[config.mk]
export PLATFORM = sky130hd
export DESIGN_NAME = tdm_slot_picker
export DESIGN_NICKNAME = d
export VERILOG_FILES = /design/src/rtl/tdm_sel_pkg.sv /design/src/rtl/tdm_sel_bank.sv /design/src/rtl/tdm_sel_seq.sv /design/src/rtl/tdm_slot_picker.sv
export SDC_FILE = /design/constraint.sdc
export NUM_CORES = 1
export LEC_CHECK = 0
export CAP_MARGIN = 15
export CORE_ASPECT_RATIO = 1.5
export CORE_MARGIN = 2
export CORE_UTILIZATION = 64
export DETAILED_ROUTE_END_ITERATION = 7
export GPL_TIMING_DRIVEN = 0
export PLACE_DENSITY = 0.8
export SLEW_MARGIN = 10
export SYNTH_ARGS = -nofsm -noshare
export SYNTH_HDL_FRONTEND = slang
export SYNTH_SLANG_ARGS = --single-unit
[constraint.sdc]
create_clock -name clk -period 4.3 [get_ports clk]
set_clock_uncertainty 0.2 [all_clocks]
set_input_delay 0.86 -clock clk [delete_from_list [all_inputs] [get_ports clk]]
set_output_delay 0.86 -clock clk [all_outputs]
set_load 0.01 [all_outputs]
[src/rtl/tdm_sel_pkg.sv]
package tdm_sel_pkg;
    typedef enum logic [1:0] {
        ST_WAIT  = 2'd0,
        ST_SLOTS = 2'd1,
        ST_DONE  = 2'd2
    } frame_st_t;
endpackage

[src/rtl/tdm_sel_bank.sv]
module tdm_sel_bank #(
    parameter int SLOTS = 128,
    parameter int REG_W = 32,
    localparam int NUM_REGS = SLOTS / REG_W,
    localparam int IDX_W = (NUM_REGS > 1) ? $clog2(NUM_REGS) : 1,
    localparam int CNT_W = $clog2(SLOTS),
    localparam int BIT_W = $clog2(REG_W)
) (
    input  logic             clk,
    input  logic             rst_n,
    input  logic             we,
    input  logic [IDX_W-1:0] idx,
    input  logic [REG_W-1:0] wdata,
    input  logic [CNT_W-1:0] rd_slot,
    output logic             rd_bit
);
    logic [NUM_REGS-1:0][REG_W-1:0] bits_q;

    for (genvar g = 0; g < NUM_REGS; g++) begin : g_reg
        always_ff @(posedge clk or negedge rst_n) begin
            if (!rst_n) begin
                bits_q[g] <= '0;
            end else if (we && (idx == IDX_W'(g))) begin
                bits_q[g] <= wdata;
            end
        end
    end

    // slot number splits into register index (upper bits) and bit position
    assign rd_bit = bits_q[rd_slot[CNT_W-1:BIT_W]][rd_slot[BIT_W-1:0]];
endmodule

[src/rtl/tdm_sel_seq.sv]
module tdm_sel_seq
    import tdm_sel_pkg::*;
#(
    parameter int CNT_W = 7
) (
    input  logic             clk,
    input  logic             rst_n,
    input  logic             fsync,
    input  logic             word_stb,
    input  logic [CNT_W-1:0] slot_last,
    output frame_st_t        st,
    output logic [CNT_W-1:0] slot,
    output logic             serve,
    output logic             open
);
    frame_st_t        st_n;
    logic [CNT_W-1:0] slot_n;

    always_ff @(posedge clk or negedge rst_n) begin
        if (!rst_n) begin
            st   <= ST_WAIT;
            slot <= '0;
        end else begin
            st   <= st_n;
            slot <= slot_n;
        end
    end

    always_comb begin
        st_n   = st;
        slot_n = slot;
        unique case (st)
            ST_WAIT: begin
                st_n = ST_WAIT;
            end
            ST_SLOTS: begin
                if (word_stb) begin
                    if (slot == slot_last) begin   // wrap
                        slot_n = '0;
                        st_n   = ST_DONE;
                    end else begin                 // step
                        slot_n = slot + 1'b1;
                    end
                end
            end
            ST_DONE: begin
                st_n = ST_DONE;
            end
            default: begin
                st_n   = ST_WAIT;
                slot_n = '0;
            end
        endcase
        if (fsync) begin                           // start / resync / restart
            st_n   = ST_SLOTS;
            slot_n = '0;
        end
    end

    assign open  = (st == ST_SLOTS);
    assign serve = open && word_stb;
endmodule

[src/rtl/tdm_slot_picker.sv]
module tdm_slot_picker
    import tdm_sel_pkg::*;
#(
    parameter int SLOTS = 128,
    parameter int REG_W = 32,
    localparam int NUM_REGS = SLOTS / REG_W,
    localparam int IDX_W = (NUM_REGS > 1) ? $clog2(NUM_REGS) : 1,
    localparam int CNT_W = $clog2(SLOTS)
) (
    input  logic             clk,
    input  logic             rst_n,
    input  logic             cfg_we,
    input  logic             cfg_bank,
    input  logic [IDX_W-1:0] cfg_idx,
    input  logic [REG_W-1:0] cfg_wdata,
    input  logic [CNT_W-1:0] slot_last,
    input  logic             law_sel,
    input  logic             dir_tx,
    input  logic             fsync,
    input  logic             word_stb,
    output logic [CNT_W-1:0] cur_slot,
    output logic             take_vld,
    output logic [CNT_W-1:0] take_slot,
    output logic             take_cmp,
    output logic             take_law,
    output logic             take_expand,
    output logic             tx_oe
);
    localparam int NUM_BANKS = 2;

    frame_st_t      frame_st;
    logic           serve;
    logic           open;
    logic [NUM_BANKS-1:0] bank_bit;

    tdm_sel_seq #(.CNT_W(CNT_W)) u_seq (
        .clk       (clk),
        .rst_n     (rst_n),
        .fsync     (fsync),
        .word_stb  (word_stb),
        .slot_last (slot_last),
        .st        (frame_st),
        .slot      (cur_slot),
        .serve     (serve),
        .open      (open)
    );

    // bank 0: enable bitmap, bank 1: compand bitmap
    for (genvar b = 0; b < NUM_BANKS; b++) begin : g_bank
        tdm_sel_bank #(.SLOTS(SLOTS), .REG_W(REG_W)) u_bank (
            .clk     (clk),
            .rst_n   (rst_n),
            .we      (cfg_we && (cfg_bank == 1'(b))),
            .idx     (cfg_idx),
            .wdata   (cfg_wdata),
            .rd_slot (cur_slot),
            .rd_bit  (bank_bit[b])
        );
    end

    always_ff @(posedge clk or negedge rst_n) begin
        if (!rst_n) begin
            take_vld    <= 1'b0;
            take_slot   <= '0;
            take_cmp    <= 1'b0;
            take_law    <= 1'b0;
            take_expand <= 1'b0;
        end else begin
            take_vld <= serve && bank_bit[0];
            if (serve) begin
                take_slot   <= cur_slot;
                take_cmp    <= bank_bit[1];
                take_law    <= law_sel;
                take_expand <= !dir_tx;
            end
        end
    end

    assign tx_oe = dir_tx && open && bank_bit[0];
endmodule

* Word-level counts from Yosys, hierarchy flattened
Cells that the tools add are included.
** Word-level totals
- Word-level logic and storage cells :: 64
- Input port bits :: 49
- Register bits :: 276
- Output and inout port bits :: 19
** Cells by class
- Bitwise logic cells :: 1
- Add/subtract/negate cells :: 1
- Eq/ne operators :: 9
- Muxes and demuxes :: 16
- Reduce and logical (&&, ||, !) cells :: 20
- $lt $le $gt $ge :: 2
** Operators with widths (number)
- $bmux 32 s2 :: 2
- $mux 32 :: 2
- $mux 7 :: 3
- $logic_and 1x1->1 :: 14
- $pmux 7 s2 :: 1
- $bmux 1 s5 :: 2
- $add 7x1->7 const B :: 1
- $eq 7x7->1 :: 1
- $eq 2x2->1 const B :: 3
- $lt 5x6->1 const B :: 1
- $mux 2 :: 3
- $eq 2x1->1 const B :: 2
- $logic_not 2->1 :: 2
- $pmux 2 s2 :: 1
- $reduce_and 2->1 :: 2
- $lt 2x3->1 const B :: 1
- $ne 3x2->1 const B :: 1
- $ne 3x3->1 const B :: 1
- $mux 1 :: 2
- $ne 2x1->1 const B :: 1
- $reduce_or 2->1 :: 1
- $logic_not 1->1 :: 1
- $not 1->1 :: 1

* Depth between registers and ports, before layout
- Word-level depth :: 5
- Mapped depth :: 10
- Mapped depth without buffers :: 8

* Modules after synthesis
Synthesis repeated with hierarchy kept, for this count alone.
** Unflattened totals
- Cells, all modules :: 809
- Area, all modules :: 12759.7 sq um
** By module, submodules not included
- tdm_sel_bank :: sequential area each 3203.1 sq um, cells each 358, times used 2, area each 5846.9 sq um
- tdm_sel_seq :: sequential area each 225.2 sq um, cells each 66, times used 1, area each 608.1 sq um
- tdm_slot_picker :: sequential area each 275.3 sq um, cells each 27, times used 1, area each 457.9 sq um

* Worst setup path after synthesis
Ideal clock, no wire load.
- Kind :: register to output
- From :: register u_seq.slot[5]
- To :: output port tx_oe
- Buffers on the path :: 1
- Arrival time :: 2088 ps
- Cell stages (with the launch flop) :: 7
- Setup slack :: 1152 ps
- Required time :: 3240 ps
- Path through :: dfrtp_1 -> buf_6 -> mux4_2 -> and3_1 -> o31a_1 -> o32a_1 -> and3_1
** On the way
- Word-level cells in the longest chain between the ends :: 5
** RTL lines
- start: declaration :: RTL line tdm_sel_seq.sv:12 : output logic [CNT_W-1:0] slot,
- start signal: assignment :: RTL line tdm_sel_seq.sv:25 : slot <= slot_n;
- $bmux 32 s2 :: RTL line tdm_sel_bank.sv:30 : assign rd_bit = bits_q[rd_slot[CNT_W-1:BIT_W]][rd_slot[BIT_W-1:0]];
- $mux 32 (implied by the code) :: RTL line tdm_sel_bank.sv:30
- $bmux 1 s5 :: RTL line tdm_sel_bank.sv:30
- $mux 1 (implied by the code) :: RTL line tdm_sel_bank.sv:30
- $logic_and 1x1->1 :: RTL line tdm_slot_picker.sv:79 : assign tx_oe = dir_tx && open && bank_bit[0];
- end: declaration :: RTL line tdm_slot_picker.sv:27 : output logic tx_oe
Every way passes these cells. The select of a mux whose other input is x is not followed.

* Worst setup path in the final report
- From :: register u_seq.slot[0]
- To :: output port tx_oe
** On the way
- Word-level cells in the longest chain between the ends :: 3
** RTL lines (RTL line)
- $bmux 1 s5 :: tdm_sel_bank.sv:30
- $mux 1 (implied by the code) :: tdm_sel_bank.sv:30
- $logic_and 1x1->1 :: tdm_slot_picker.sv:79
Every way passes these cells. The select of a mux whose other input is x is not followed.

==> flow_summary.ini <==
[critical_path]
worst_r2r_startpoint = u_seq.slot[0]
worst_path_largest_cell_delay_ps = 500
crit_path_cell_trace = buf_2 > buf_2 > mux2i_1 > a211oi_1 > o32a_1 > and3_1 > dlygate4sd2_1
worst-setup-path-type = reg -> out
worst-r2r-setup-slack_ps = 1000
rr_worst_depth = 7
crit_path_max_fanout = 10
worst-endpoint-required_ps = 3240
cp_arrival_ps = 3170
timing.critical_path.from_type = flop
worst_path_max_delay_cell = sky130_fd_sc_hd__dfrtp_1
worst_r2r_endpoint = take_cmp
critical-path-top-cell-by-count = sky130_fd_sc_hd__buf_2
timing.critical_path.to_type = output pin

[die]
placement_rows = 63
die-height_um = 176.4
fp.dieW_um = 118.9
die_area_um2 = 20980
floorplan.core_area_um2 = 19630
design.portCount = 68
floorplan.initialDensity_pct = 64.61

[sta]
final-max-slew-violation-count = 0
timing.final.crit_period_ps = 4233
timing.final.setup_violations = 0
achievable-frequency_ghz = 0.2363
worst-slew-pin-transition_ps = 965.4
grt_setup_unrepaired = false
hold_viol = 0
slew_headroom_pct = 35.64
final_min_period_over_clock_period_pct = 98.44

[cts]
cts_htree_levels = 1
cts_sinks = 276
root_buffer = sky130_fd_sc_hd__clkbuf_16
clockBufferDepth = 3
numCtsBuffers = 26
number_of_hold_repair_buffers_added_at_the_cts_stage = 0
clk-insertion-delay-late_ps = 530
cts_tree = done
cts.clk_slew.worst_paths_ps = 70

[status]
violations = DRC
status = finished, violations left

[layout]
layout-drive-gt1-share_pct = 42.99
layout.cells.non_filler = 1209
mostFrequentLayoutCell = sky130_fd_sc_hd__dfrtp_1
nets = 983
finish.instance_area_um2 = 14760
layout_area_growth_over_synthesis_pct = 16.38
num-fill-cells = 1181
layout.cells.most_common_list = sky130_fd_sc_hd__dfrtp_1, sky130_fd_sc_hd__mux2_2, sky130_fd_sc_hd__clkdlybuf4s50_1
insertedDiodeCount = 0

[placement]
io_buffer_count = 64
placed_area_um2 = 13710
dp.final_hpwl_um = 21640
place_inst = 1156
gp_congestion = 0.8831

[yosys]
synth_cell_types = 44
yosys_warnings = 0
synthArstFlopShare_pct = 100.0
syn_inst = 830
combined_area_of_all_synthesized_cells_um2 = 12680
synth_flop_cell = sky130_fd_sc_hd__dfrtp_1
synth_nets = 883
postSynthAreaPerCell_um2 = 15.28
postSynthRegisterBits = 276
synth-seq-area-share_pct = 54.46
synth_enable_flop_cells = 0

[grt]
grtUsageTotal_pct = 31.14
via_count_of_the_first_global_routing_pass = 8562
initial_antenna_violation_count = 0
grt_start_max_net_pins = 113
grt.overflow.total = 0
wire_length_of_the_first_global_routing_pass_um = 49380

[detailed_routing]
detailed_routing_iterations_pass_1 = 8
drt-wirelength-per-cell_um = 26.18
num_vias = 7821
detail_route.iter0.violations = 611
route.final.wire_length_um = 31660
avgViaCountPerCell = 6.469
ant_nets = 0
remaining_drcs = 1

[job]
cap_viol_max_count = 0

[min_path]
timing.hold.worst.class = in -> async

[power]
cellPowerDensity_nw_per_um2 = 479.0
peakVddDrop_mv = 0.3631
p_leak_uw = 0.006040
==> state kept, by name, summed over array words and instances (netlist names) <==
register,flops
g_bank.u_bank.bits_q,256
take_cmp,1
take_expand,1
take_law,1
take_slot,7
take_vld,1
u_seq.slot,7
u_seq.st,2
==> cells by family after synthesis <==
group,synth area share [%]
DFF,54.46
xor gates and xnor gates,0.8287
buffers and inverters,2.516
adders and majority gates,0.3946
and+or+nand+nor,3.354
AOI/OAI and AO/OA,2.368
muxes,36.08
==> metrics by stage <==
stage / hold slack, ps / power (uW) / setup WS (ps) / utilization [%] / TNS, ps
finish: 64.67 / 7070 / 67.20 / 75.20 / 0
global route: 104.8 / 7350 / 21.65 / 75.20 / 0
CTS: 89.42 / 7087 / 48.64 / 75.09 / 0
detailed placement: 271.9 / 4755 / 81.44 / 69.84 / 0
global placement: 264.3 / 4611 / -8244 / 69.54 / -2268630
floorplan: 273.7 / 4246 / 1152 / - / 0
==> critical path: cells and delay by family (launching register included) <==
family / cells / cell delay [ps]
AND/OR/NAND/NOR: 1 / 200
buffers and inverters: 3 / 1080
flip-flops: 1 / 500
multiplexers: 1 / 330
AO/OA/AOI/OAI: 2 / 520
==> layout make-up <==
cell class,instances,area [um^2],share of cell area (%)
Buffer,54,367.9,2.492
Clock buffer,39,780.7,5.290
Clock inverter,8,92.59,0.6273
Inverter,4,16.27,0.1102
Multi-Input combinational cell,496,5499,37.26
Sequential cell,276,6908,46.80
Tap cell,260,325.3,2.204
Timing Repair Buffer,72,769.5,5.214
==> repair_timing <==
| action | CTS | global route |
|---|---|---|
| pin swaps | 1 | 1 |
| buffers inserted | 4 | 1 |
| resized for setup | 27 | 2 |
| gates cloned | 1 | 0 |
| setup endpoints to repair | 1 | 1 |
==> synth_stat cells (5+ instances only) <==
cell,instances,area share [%]
sky130_fd_sc_hd__nor3_1,5,0.20
sky130_fd_sc_hd__mux2_2,271,24
sky130_fd_sc_hd__dfrtp_1,276,54
sky130_fd_sc_hd__nand2_1,16,0.47
sky130_fd_sc_hd__nand4b_1,5,0.35
sky130_fd_sc_hd__clkbuf_1,30,0.89
sky130_fd_sc_hd__buf_2,6,0.24
sky130_fd_sc_hd__nand2b_1,7,0.35
sky130_fd_sc_hd__o22ai_1,10,0.49
sky130_fd_sc_hd__nand3_1,5,0.20
sky130_fd_sc_hd__nand4_1,6,0.30
sky130_fd_sc_hd__mux2i_1,33,2.6
sky130_fd_sc_hd__buf_4,6,0.36
sky130_fd_sc_hd__buf_6,8,0.71
sky130_fd_sc_hd__nor2_1,17,0.50
sky130_fd_sc_hd__xnor2_1,7,0.48
sky130_fd_sc_hd__xor2_1,5,0.35
sky130_fd_sc_hd__mux4_2,53,9.4
sky130_fd_sc_hd__o21ai_0,9,0.36
==> how the worst max path moves through the flow <==
stage,startpoint,endpoint,slack [ps],cells after the start
finish,u_seq.slot[0],tx_oe,70,7
global route,u_seq.slot[6],tx_oe,20,9
CTS,u_seq.slot[6],tx_oe,50,9
detailed placement,u_seq.slot[1],tx_oe,80,8
global placement,rst_n,g_bank[0].u_bank.bits_q[35],-8240,1
floorplan,u_seq.slot[5],tx_oe,1150,6
==> layer usage <==
| metal | vias up | global-route usage, % | part of all wire, % | wire (um) |
|---|---|---|---|---|
| met2 | 283 | 54.55 | 52 | 16370 |
| met3 | 96 | 5.006 | 5.8 | 1841 |
| met1 | 4132 | 38.26 | 38 | 11970 |
| met5 | - | 0 | 0 | 0 |
| li1 | 3310 | - | - | - |
| met4 | 0 | 13.69 | 4.7 | 1476 |
==> report_power, final <==
group | leakage [uW] | internal [uW] | switching, uW
Clock | 0.000431 | 1370 | 955
Combinational | 0.00227 | 756 | 541
Sequential | 0.00334 | 3150 | 298
Note: power is estimated with default switching activity, not from simulation.
